**src/rtl/uwk_pkg.sv**
```systemverilog
package uwk_pkg;
  typedef enum logic [1:0] {
    PS_UP    = 2'd0,
    PS_DOWN  = 2'd1,
    PS_START = 2'd2
  } pwr_state_e;
endpackage

```
**src/rtl/uwk_rx_edge.sv**
```systemverilog
// Synchronizes the asynchronous RX line on the free-running clock and
// flags a high-to-low transition of the synchronized value.
module uwk_rx_edge #(
  parameter int STAGES = 2
) (
  input  logic clk,
  input  logic rst_n,
  input  logic rx_async,
  output logic rx_fall
);
  logic [STAGES-1:0] sync_q;
  logic [STAGES-1:0] sync_d;
  logic              prev_q;

  assign sync_d[0] = rx_async;
  for (genvar s = 1; s < STAGES; s++) begin : g_chain
    assign sync_d[s] = sync_q[s-1];
  end

  // Line idles high, so the chain resets to 1.
  always_ff @(posedge clk or negedge rst_n) begin
    if (!rst_n) begin
      sync_q <= '1;
      prev_q <= 1'b1;
    end else begin
      sync_q <= sync_d;
      prev_q <= sync_q[STAGES-1];
    end
  end

  assign rx_fall = prev_q & ~sync_q[STAGES-1];
endmodule

```
**src/rtl/uwk_startup_timer.sv**
```systemverilog
// Counts out the oscillator start-up window after a wake.
module uwk_startup_timer #(
  parameter int CYCLES = 1024
) (
  input  logic clk,
  input  logic rst_n,
  input  logic load,
  output logic active,
  output logic done
);
  localparam int CNT_W = (CYCLES > 2) ? $clog2(CYCLES) : 1;
  localparam logic [CNT_W-1:0] LAST = CNT_W'(CYCLES - 1);

  logic [CNT_W-1:0] cnt_q, cnt_d;
  logic             act_q, act_d;

  assign done   = act_q && (cnt_q == '0);
  assign active = act_q;

  always_comb begin
    cnt_d = cnt_q;
    act_d = act_q;
    if (load) begin
      act_d = 1'b1;
      cnt_d = LAST;
    end else if (done) begin
      act_d = 1'b0;
    end else if (act_q) begin
      cnt_d = cnt_q - 1'b1;
    end
  end

  always_ff @(posedge clk or negedge rst_n) begin
    if (!rst_n) begin
      cnt_q <= '0;
      act_q <= 1'b0;
    end else begin
      cnt_q <= cnt_d;
      act_q <= act_d;
    end
  end
endmodule

```
**src/rtl/uart_pwr_wake_ctl.sv**
```systemverilog
module uart_pwr_wake_ctl
  import uwk_pkg::*;
#(
  parameter int STARTUP_CYCLES = 1024,
  parameter int SYNC_STAGES    = 2
) (
  input  logic clk,
  input  logic rst_n,
  input  logic uart_en,
  input  logic sif_sel,
  input  logic wake_en,
  input  logic rx_en,
  input  logic rx_ie,
  input  logic gie,
  input  logic rx_pin,
  input  logic tx_busy,
  input  logic rx_busy,
  output logic clk_gate_en,
  output logic tx_abort,
  output logic rx_abort,
  output logic tx_force_high,
  output logic wake_pulse,
  output logic wake_irq,
  output logic rx_ignore
);
  pwr_state_e state_q, state_d;
  logic uen_q;
  logic arm_q, arm_d;
  logic pend_q, pend_d;
  logic txa_q, txa_d, rxa_q, rxa_d;
  logic wake_q, wake_d, irq_q, irq_d;
  logic tmr_load, tmr_active, tmr_done;
  logic rx_fall, up_req;

  uwk_rx_edge #(.STAGES(SYNC_STAGES)) u_edge (
    .clk      (clk),
    .rst_n    (rst_n),
    .rx_async (rx_pin),
    .rx_fall  (rx_fall)
  );

  uwk_startup_timer #(.CYCLES(STARTUP_CYCLES)) u_tmr (
    .clk    (clk),
    .rst_n  (rst_n),
    .load   (tmr_load),
    .active (tmr_active),
    .done   (tmr_done)
  );

  // Fresh rising enable with the select line already low.
  assign up_req = uart_en & ~uen_q & ~sif_sel;

  always_comb begin
    state_d  = state_q;
    arm_d    = arm_q;
    pend_d   = pend_q;
    txa_d    = 1'b0;
    rxa_d    = 1'b0;
    wake_d   = 1'b0;
    irq_d    = 1'b0;
    tmr_load = 1'b0;
    case (state_q)
      PS_UP: begin
        if (!uart_en) begin
          state_d = PS_DOWN;
          txa_d   = tx_busy;
          rxa_d   = rx_busy;
          arm_d   = wake_en & rx_en & rx_ie & uen_q;
        end
      end
      PS_DOWN: begin
        if (up_req) begin
          state_d = PS_UP;
          arm_d   = 1'b0;
        end else if (arm_q && rx_fall) begin
          state_d  = PS_START;
          arm_d    = 1'b0;
          pend_d   = gie;
          wake_d   = 1'b1;
          tmr_load = 1'b1;
        end
      end
      PS_START: begin
        if (tmr_done) begin
          state_d = PS_DOWN;
          irq_d   = pend_q;
          pend_d  = 1'b0;
        end
      end
      default: state_d = PS_DOWN;
    endcase
  end

  always_ff @(posedge clk or negedge rst_n) begin
    if (!rst_n) begin
      state_q <= PS_DOWN;
      uen_q   <= 1'b1;
      arm_q   <= 1'b0;
      pend_q  <= 1'b0;
      txa_q   <= 1'b0;
      rxa_q   <= 1'b0;
      wake_q  <= 1'b0;
      irq_q   <= 1'b0;
    end else begin
      state_q <= state_d;
      uen_q   <= uart_en;
      arm_q   <= arm_d;
      pend_q  <= pend_d;
      txa_q   <= txa_d;
      rxa_q   <= rxa_d;
      wake_q  <= wake_d;
      irq_q   <= irq_d;
    end
  end

  assign clk_gate_en   = (state_q == PS_UP) | ~sif_sel;
  assign tx_force_high = (state_q != PS_UP);
  assign tx_abort      = txa_q;
  assign rx_abort      = rxa_q;
  assign wake_pulse    = wake_q;
  assign wake_irq      = irq_q;
  assign rx_ignore     = tmr_active;
endmodule

```
**config.mk**
```make
export PLATFORM = sky130hd
export DESIGN_NAME = uart_pwr_wake_ctl
export DESIGN_NICKNAME = d
export VERILOG_FILES = /design/src/rtl/uwk_pkg.sv /design/src/rtl/uwk_rx_edge.sv /design/src/rtl/uwk_startup_timer.sv /design/src/rtl/uart_pwr_wake_ctl.sv
export SDC_FILE = /design/constraint.sdc
export NUM_CORES = 1
export LEC_CHECK = 0
export ABC_AREA = 1
export BUFFER_PORTS_ARGS = -buffer_cell sky130_fd_sc_hd__buf_2
export CAP_MARGIN = 20
export CORE_UTILIZATION = 42
export CTS_CLUSTER_DIAMETER = 200
export DETAILED_ROUTE_END_ITERATION = 8
export GPL_TIMING_DRIVEN = 0
export PLACE_DENSITY_LB_ADDON = 0.08
export SYNTH_ARGS = -nofsm -noshare
export SYNTH_HDL_FRONTEND = slang
export SYNTH_HIERARCHICAL = 1
export SYNTH_SLANG_ARGS = --single-unit
export TNS_END_PERCENT = 20
```
**constraint.sdc**
```tcl
create_clock -name clk -period 1.9 [get_ports clk]
set_input_delay 0.19 -clock clk [delete_from_list [all_inputs] [get_ports clk]]
set_output_delay 0.19 -clock clk [all_outputs]
set_load 0.03 [all_outputs]
```
== After elaboration in Yosys (flattened, before gate mapping) ==
Cells that the tools add are included.

* $add $sub $neg: 1
* Eq/ne operators: 8
* Muxes and demuxes: 26
* Bitwise operators: 10
* Reductions and logical operators: 13

{| class="wikitable"
|+ Operator list
! operator !! count
|-
| $mux W10 || 3
|-
| $mux W1 || 16
|-
| $logic_not A10 Y1 || 1
|-
| $ne A2 B2 Y1 const B || 5
|-
| $reduce_bool A2 Y1 || 5
|-
| $sub A10 B1 Y10 const B || 1
|-
| $mux W2 || 4
|-
| $and A1 B1 Y1 || 6
|-
| $pmux W2 S3 || 1
|-
| $reduce_and A3 Y1 || 2
|-
| $pmux W1 S2 || 2
|-
| $reduce_and A4 Y1 || 1
|-
| $ne A3 B3 Y1 const B || 1
|-
| $not A1 Y1 || 3
|-
| $eq A2 B1 Y1 const B || 1
|-
| $eq A2 B2 Y1 const B || 1
|-
| $logic_and A1 B1 Y1 || 2
|-
| $logic_not A2 Y1 || 1
|-
| $reduce_and A2 Y1 || 1
|-
| $or A1 B1 Y1 || 1
|}

* Register bits: 23
* Bits of input ports: 11
* Output and inout port bits: 7
* Logic and storage cells: 70

== Longest topological paths before layout ==
* Depth after elaboration: 8
* Gate-level depth with buffers: 11
* Gate-level depth less buffers: 11

== Cells and area by module ==
The synthesis kept the hierarchy.

{| class="wikitable"
|+ Modules (own cells, without submodules)
! module !! instances !! cells each !! area an instance (µm²) !! sequential area each (µm²)
|-
| uwk_startup_timer || 1 || 98 || 720.7 || 275.3
|-
| uart_pwr_wake_ctl || 1 || 57 || 420.4 || 227.7
|-
| uwk_rx_edge || 1 || 5 || 88.8 || 78.8
|}

== Least setup slack after synthesis ==
OpenSTA, ideal clock, no wires.

* Path type: flip-flop to flip-flop
* Start: reg u_tmr.cnt_q[0]
* End: reg pend_q
* Setup time: 0.116 ns
* Arrival time: 1.420 ns
* Data required time: 1.784 ns
* Path slack: 0.363 ns
* Stages on the path, launching flop included: 12
* Buffers on the path: 0
* Period minus slack after synthesis: 1.537 ns
* Path through: dfrtp_1 -> inv_1 -> ha_1 -> nand2_2 -> nor2_4 -> nand3_4 -> nor2_1 -> nand2_1 -> nand2_1 -> nand2_1 -> nand2_1 -> nand2_1

* Word-level cells in the longest chain between the ends: 4

{| class="wikitable"
|+ Ends and longest elaborated chain
! what !! RTL line !! RTL
|-
| start, declared || uwk_startup_timer.sv:14 || <nowiki>logic [CNT_W-1:0] cnt_q, cnt_d;</nowiki>
|-
| start signal, assigned || uwk_startup_timer.sv:38 || <nowiki>cnt_q <= cnt_d;</nowiki>
|-
| $logic_not A10 Y1 || uwk_startup_timer.sv:17 || <nowiki>assign done = act_q && (cnt_q == '0);</nowiki>
|-
| $logic_and A1 B1 Y1 || uwk_startup_timer.sv:17 ||
|-
| via tmr_done || uart_pwr_wake_ctl.sv:32 || <nowiki>logic tmr_load, tmr_active, tmr_done;</nowiki>
|-
| $ne A2 B2 Y1 (no source line) || -- ||
|-
| $reduce_and A4 Y1 (no source line) || -- ||
|-
| end signal, assigned || uart_pwr_wake_ctl.sv:108 || <nowiki>pend_q <= pend_d;</nowiki>
|-
| end, declared || uart_pwr_wake_ctl.sv:29 || <nowiki>logic pend_q, pend_d;</nowiki>
|}

The timed path passes the listed nets, and every way through them passes these cells.
A chain may end at the register's enable or synchronous reset.

== Worst setup path after layout ==
* Start: reg u_edge.sync_q[1]
* End: reg u_tmr.cnt_q[4]

* Word-level cells in the longest chain between the ends: 8
* Elaborated cells on any way between the ends: 10
* Those cells by class: 1 x eq/ne; 4 x mux; 2 x bitwise; 3 x reduce/logical

{| class="wikitable"
|+ Ends and longest elaborated chain
! what !! RTL line !! RTL
|-
| start, declared || uwk_rx_edge.sv:11 || <nowiki>logic [STAGES-1:0] sync_q;</nowiki>
|-
| start signal, assigned || uwk_rx_edge.sv:26 || <nowiki>sync_q <= sync_d;</nowiki>
|-
| $not A1 Y1 * || uwk_rx_edge.sv:31 || <nowiki>assign rx_fall = prev_q & ~sync_q[STAGES-1];</nowiki>
|-
| $and A1 B1 Y1 * || uwk_rx_edge.sv:31 ||
|-
| via rx_fall || uart_pwr_wake_ctl.sv:33 || <nowiki>logic rx_fall, up_req;</nowiki>
|-
| $logic_and A1 B1 Y1 * || uart_pwr_wake_ctl.sv:75 || <nowiki>end else if (arm_q && rx_fall) begin</nowiki>
|-
| $mux W1 * || uart_pwr_wake_ctl.sv:75 ||
|-
| $mux W1 * || uart_pwr_wake_ctl.sv:72 || <nowiki>if (up_req) begin</nowiki>
|-
| $mux W1 * || uart_pwr_wake_ctl.sv:62 || <nowiki>case (state_q)</nowiki>
|-
| via tmr_load || uart_pwr_wake_ctl.sv:32 ||
|-
| $ne A2 B2 Y1 (no source line) / $reduce_bool A2 Y1 (equally long branches) || -- ||
|-
| $reduce_and A2 Y1 (no source line) || -- ||
|}

Mark *: on every way through the listed nets, which the timed path passes. The rest lies on a longest branch.

==> run metrics <==
status=finished, final reports clean; largest family of logic cells by synthesized area=simple AND/OR/NAND/NOR gates; Worst-Skew Late Latency=0.31 ns; largest net degree at the start of global routing=24; ratio of cells with drive above 1 in the final layout=23.9%; core area=0.00276 sq mm; Synth cell types=20; final hold vios=0; # port buffers=17; RR Startpoint=u_edge/sync_q[1]$_DFF_PN1_; Max Slew Vio Count=0; Setup TNS Final=0 ns; Avg Synthesized Cell Area=7.69 sq um; Setup crit end kind=flip-flop; Hold Path Sink=rx_abort$_DFF_PN0_; max incr delay on CP=0.56 ns; Post-Synth XOR/XNOR Area=0%; post-DP HPWL=between 1500 and 2000 um; setup bufs post-CTS=0; Hold Crit Class=in2reg; Peak supply drop=a little under 0.6 mV; Synth Area in Compound Gates=roughly 1.4%; cells along the critical path=nor2_2, nand2_1, inv_1, nand2_1, nor2_1, inv_2, clkbuf_1, nand3_1, nand2_1; via count=1041; CP Data Arrival Time=about 2.0 ns; Worst Setup Path Type=reg2reg; std cell rows=19; Syn Nets=172; CTS clk-pin slew, worst paths=0.13 ns; register area share after synthesis=47.3%; Final nets=197; Gate power share=4.5%; min-delay src=rx_busy; Cell Area, Synth=0.00123 sq mm; RSZ-0062 raised after global routing=yes; post-layout util=51.2%; DRT Pass-1 Iters=4; yosys warns=6; Area Growth Syn to Fin=14.8%; CP max stage cell=dfstp_2; # DRC=0; CP Launch Point=u_edge/sync_q[1]$_DFF_PN1_; finished layout cell area=0.00141 sq mm; post-route ant nets=0; post-synthesis mux area share=0%; fraction of the mapped netlist area in simple logic gates=44.2%; Bufs on Longest Clock Path=2; most frequent cells in the layout=54 x nand2_1, 25 x nand3_1, 18 x dfrtp_1, 17 x nor2_1, 17 x buf_2; number of max-cap violations=0; Tot Pwr=766 uW; Worst Path Required=between 2 and 2.5 ns; DRT Wirelength=2270 um; CTS Buf Count=3; first-pass GRT wire length=3980 um; Final Non-Filler Cells=215; clock power share=30.4%; Final WS setup=0.134 ns; clock skew=0.00499 ns; worst-margin pin slew=0.513 ns; I/O Pins=18; #FFs+latches synth=23; clock tree root driver cell=clkbuf_4; P_int=between 500 and 600 uW; initial DRC count=40; drt wl/cell=10.6 um; fin crit period=1.77 ns; sw frac=22.9%; clock sinks=23; Finish-stage setup viols=0; Synth Instances=160; Post-Place Cell Area=~0.0014 sq mm; hold_ws=0.0789 ns; Final Cycle Share=93.0%; max layer used=met4; Placement Setup Slack=0.141 ns; antenna fix cells=0; CTS tree=yes; Post-Place Cells=208; most common cell after layout, fill and taps aside=nand2_1; die area=0.00315 sq mm; worst r2r path cells=9; Die Height=between 50 and 60 um; Slew HR=65.8%; PwrDens=543 mW/mm^2; routability cong.=0.863; Total GRT Usage=approximately 16%; Reg2Reg Setup Slack=0.13 ns; Met1 Routed Length=1040 um; H-tree depth=1; Max Freq=566 MHz; cell mode on critical path=nand2_1; met2 wire length=1110 um; initial antenna violation count=0; sequential group share of total power=65.1%; WL met3=99 um; grt total ovfl=0; critical path startpoint category=flip-flop; hold depth=3; Max FO, Critical Path=10; LEAKAGE=0.745 nW; Die X=56.1 um; FF-to-FF End=u_tmr/cnt_q[4]$_DFFE_PN0P_; Synth Area in Adders=1.02%; Sw Pwr=around 180 uW; Initial Util=44.6%; vias per cell=4.84; vias in the first global route=954
[per-layer routing]
layer / vias up / global-route usage (%)
met5: - / 0
met2: 23 / 28.7
li1: 548 / -
met4: 0 / 4.18
met3: 2 / 4.88
met1: 468 / 18.9
[cells in the mapped netlist]
library cell | number | area, sq um
nand4_1 | 1 | 6.26
nor2_4 | 1 | 11.3
nand3_4 | 1 | 17.5
inv_2 | 2 | 7.51
inv_1 | 17 | 63.8
o21ai_0 | 1 | 5.00
nor2_1 | 17 | 63.8
dfstp_2 | 5 | 131
or2_2 | 4 | 25.0
clkbuf_1 | 1 | 3.75
nand3b_1 | 1 | 7.51
dfrtp_1 | 18 | 450
ha_1 | 1 | 12.5
nand2_8 | 2 | 40.0
a21oi_1 | 1 | 5.00
nand2_2 | 2 | 12.5
o211ai_1 | 1 | 7.51
nand3_1 | 25 | 125
nand2_1 | 54 | 203
nor2_2 | 5 | 31.3
[layout make-up]
type	count	area, sq um
repair buffers	20	115
well taps	31	38.8
fillers	263	1350
multi-input cells	117	573
clock buffers	3	22.5
plain buffers	1	3.75
clock inverters	1	5.00
inverters	19	71.3
flip-flops and latches	23	582
[worst max-delay path, delay by kind of cell (launching register included)]
kind	cells	cell delay, ns
buf+inv	3	0.68
simple gates	6	0.48
flops	1	0.56
[sequential cells by signal, summed over array words and instances (netlist names)]
register,flops
u_tmr/cnt_q,10
state_q,2
u_edge/sync_q,2
arm_q,1
pend_q,1
rx_abort,1
tx_abort,1
u_edge/prev_q,1
u_tmr/active,1
uen_q,1
wake_irq,1
wake_pulse,1
[kinds of logic (layout without fill, tap and decap cells)]
group | count (synthesis) | in the layout
AND/OR/NAND/NOR | 113 | 113
buffers and inverters | 20 | 44
flip-flops | 23 | 23
adder cells (fa/ha/maj) | 1 | 1
AO/OA/AOI/OAI | 3 | 3
[power by group through the flow]
stage / clock [mW] / combinational, mW / sequential (mW)
global placement: 0 / 0.0306 / 0.508
detailed placement: 0 / 0.0309 / 0.508
floorplan: 0 / 0.00788 / 0.508
finish: 0.233 / 0.0345 / 0.499
global route: 0.276 / 0.0397 / 0.500
CTS: 0.250 / 0.0356 / 0.499
[how the worst max path moves through the flow]
stage | to | slack [ns] | depth (start not counted)
finish | u_tmr/cnt_q[4]$_DFFE_PN0P_ | 0.13 | 9
global route | u_tmr/cnt_q[2]$_DFFE_PN0P_ | -0.04 | 9
CTS | u_tmr/cnt_q[4]$_DFFE_PN0P_ | 0.11 | 9
detailed placement | u_tmr/cnt_q[8]$_DFFE_PN0P_ | 0.14 | 8
global placement | u_tmr/cnt_q[0]$_DFFE_PN0P_ | 0.15 | 8
floorplan | pend_q$_DFFE_PN0P_ | 0.36 | 11
[repair_timing]
item,4_1_cts,5_1_grt
setup endpoints to repair,0,6
endpoints found under the hold margin,20,0
hold buffers,3,0
gates resized for setup,0,1
(Power assumes the default switching activity.)
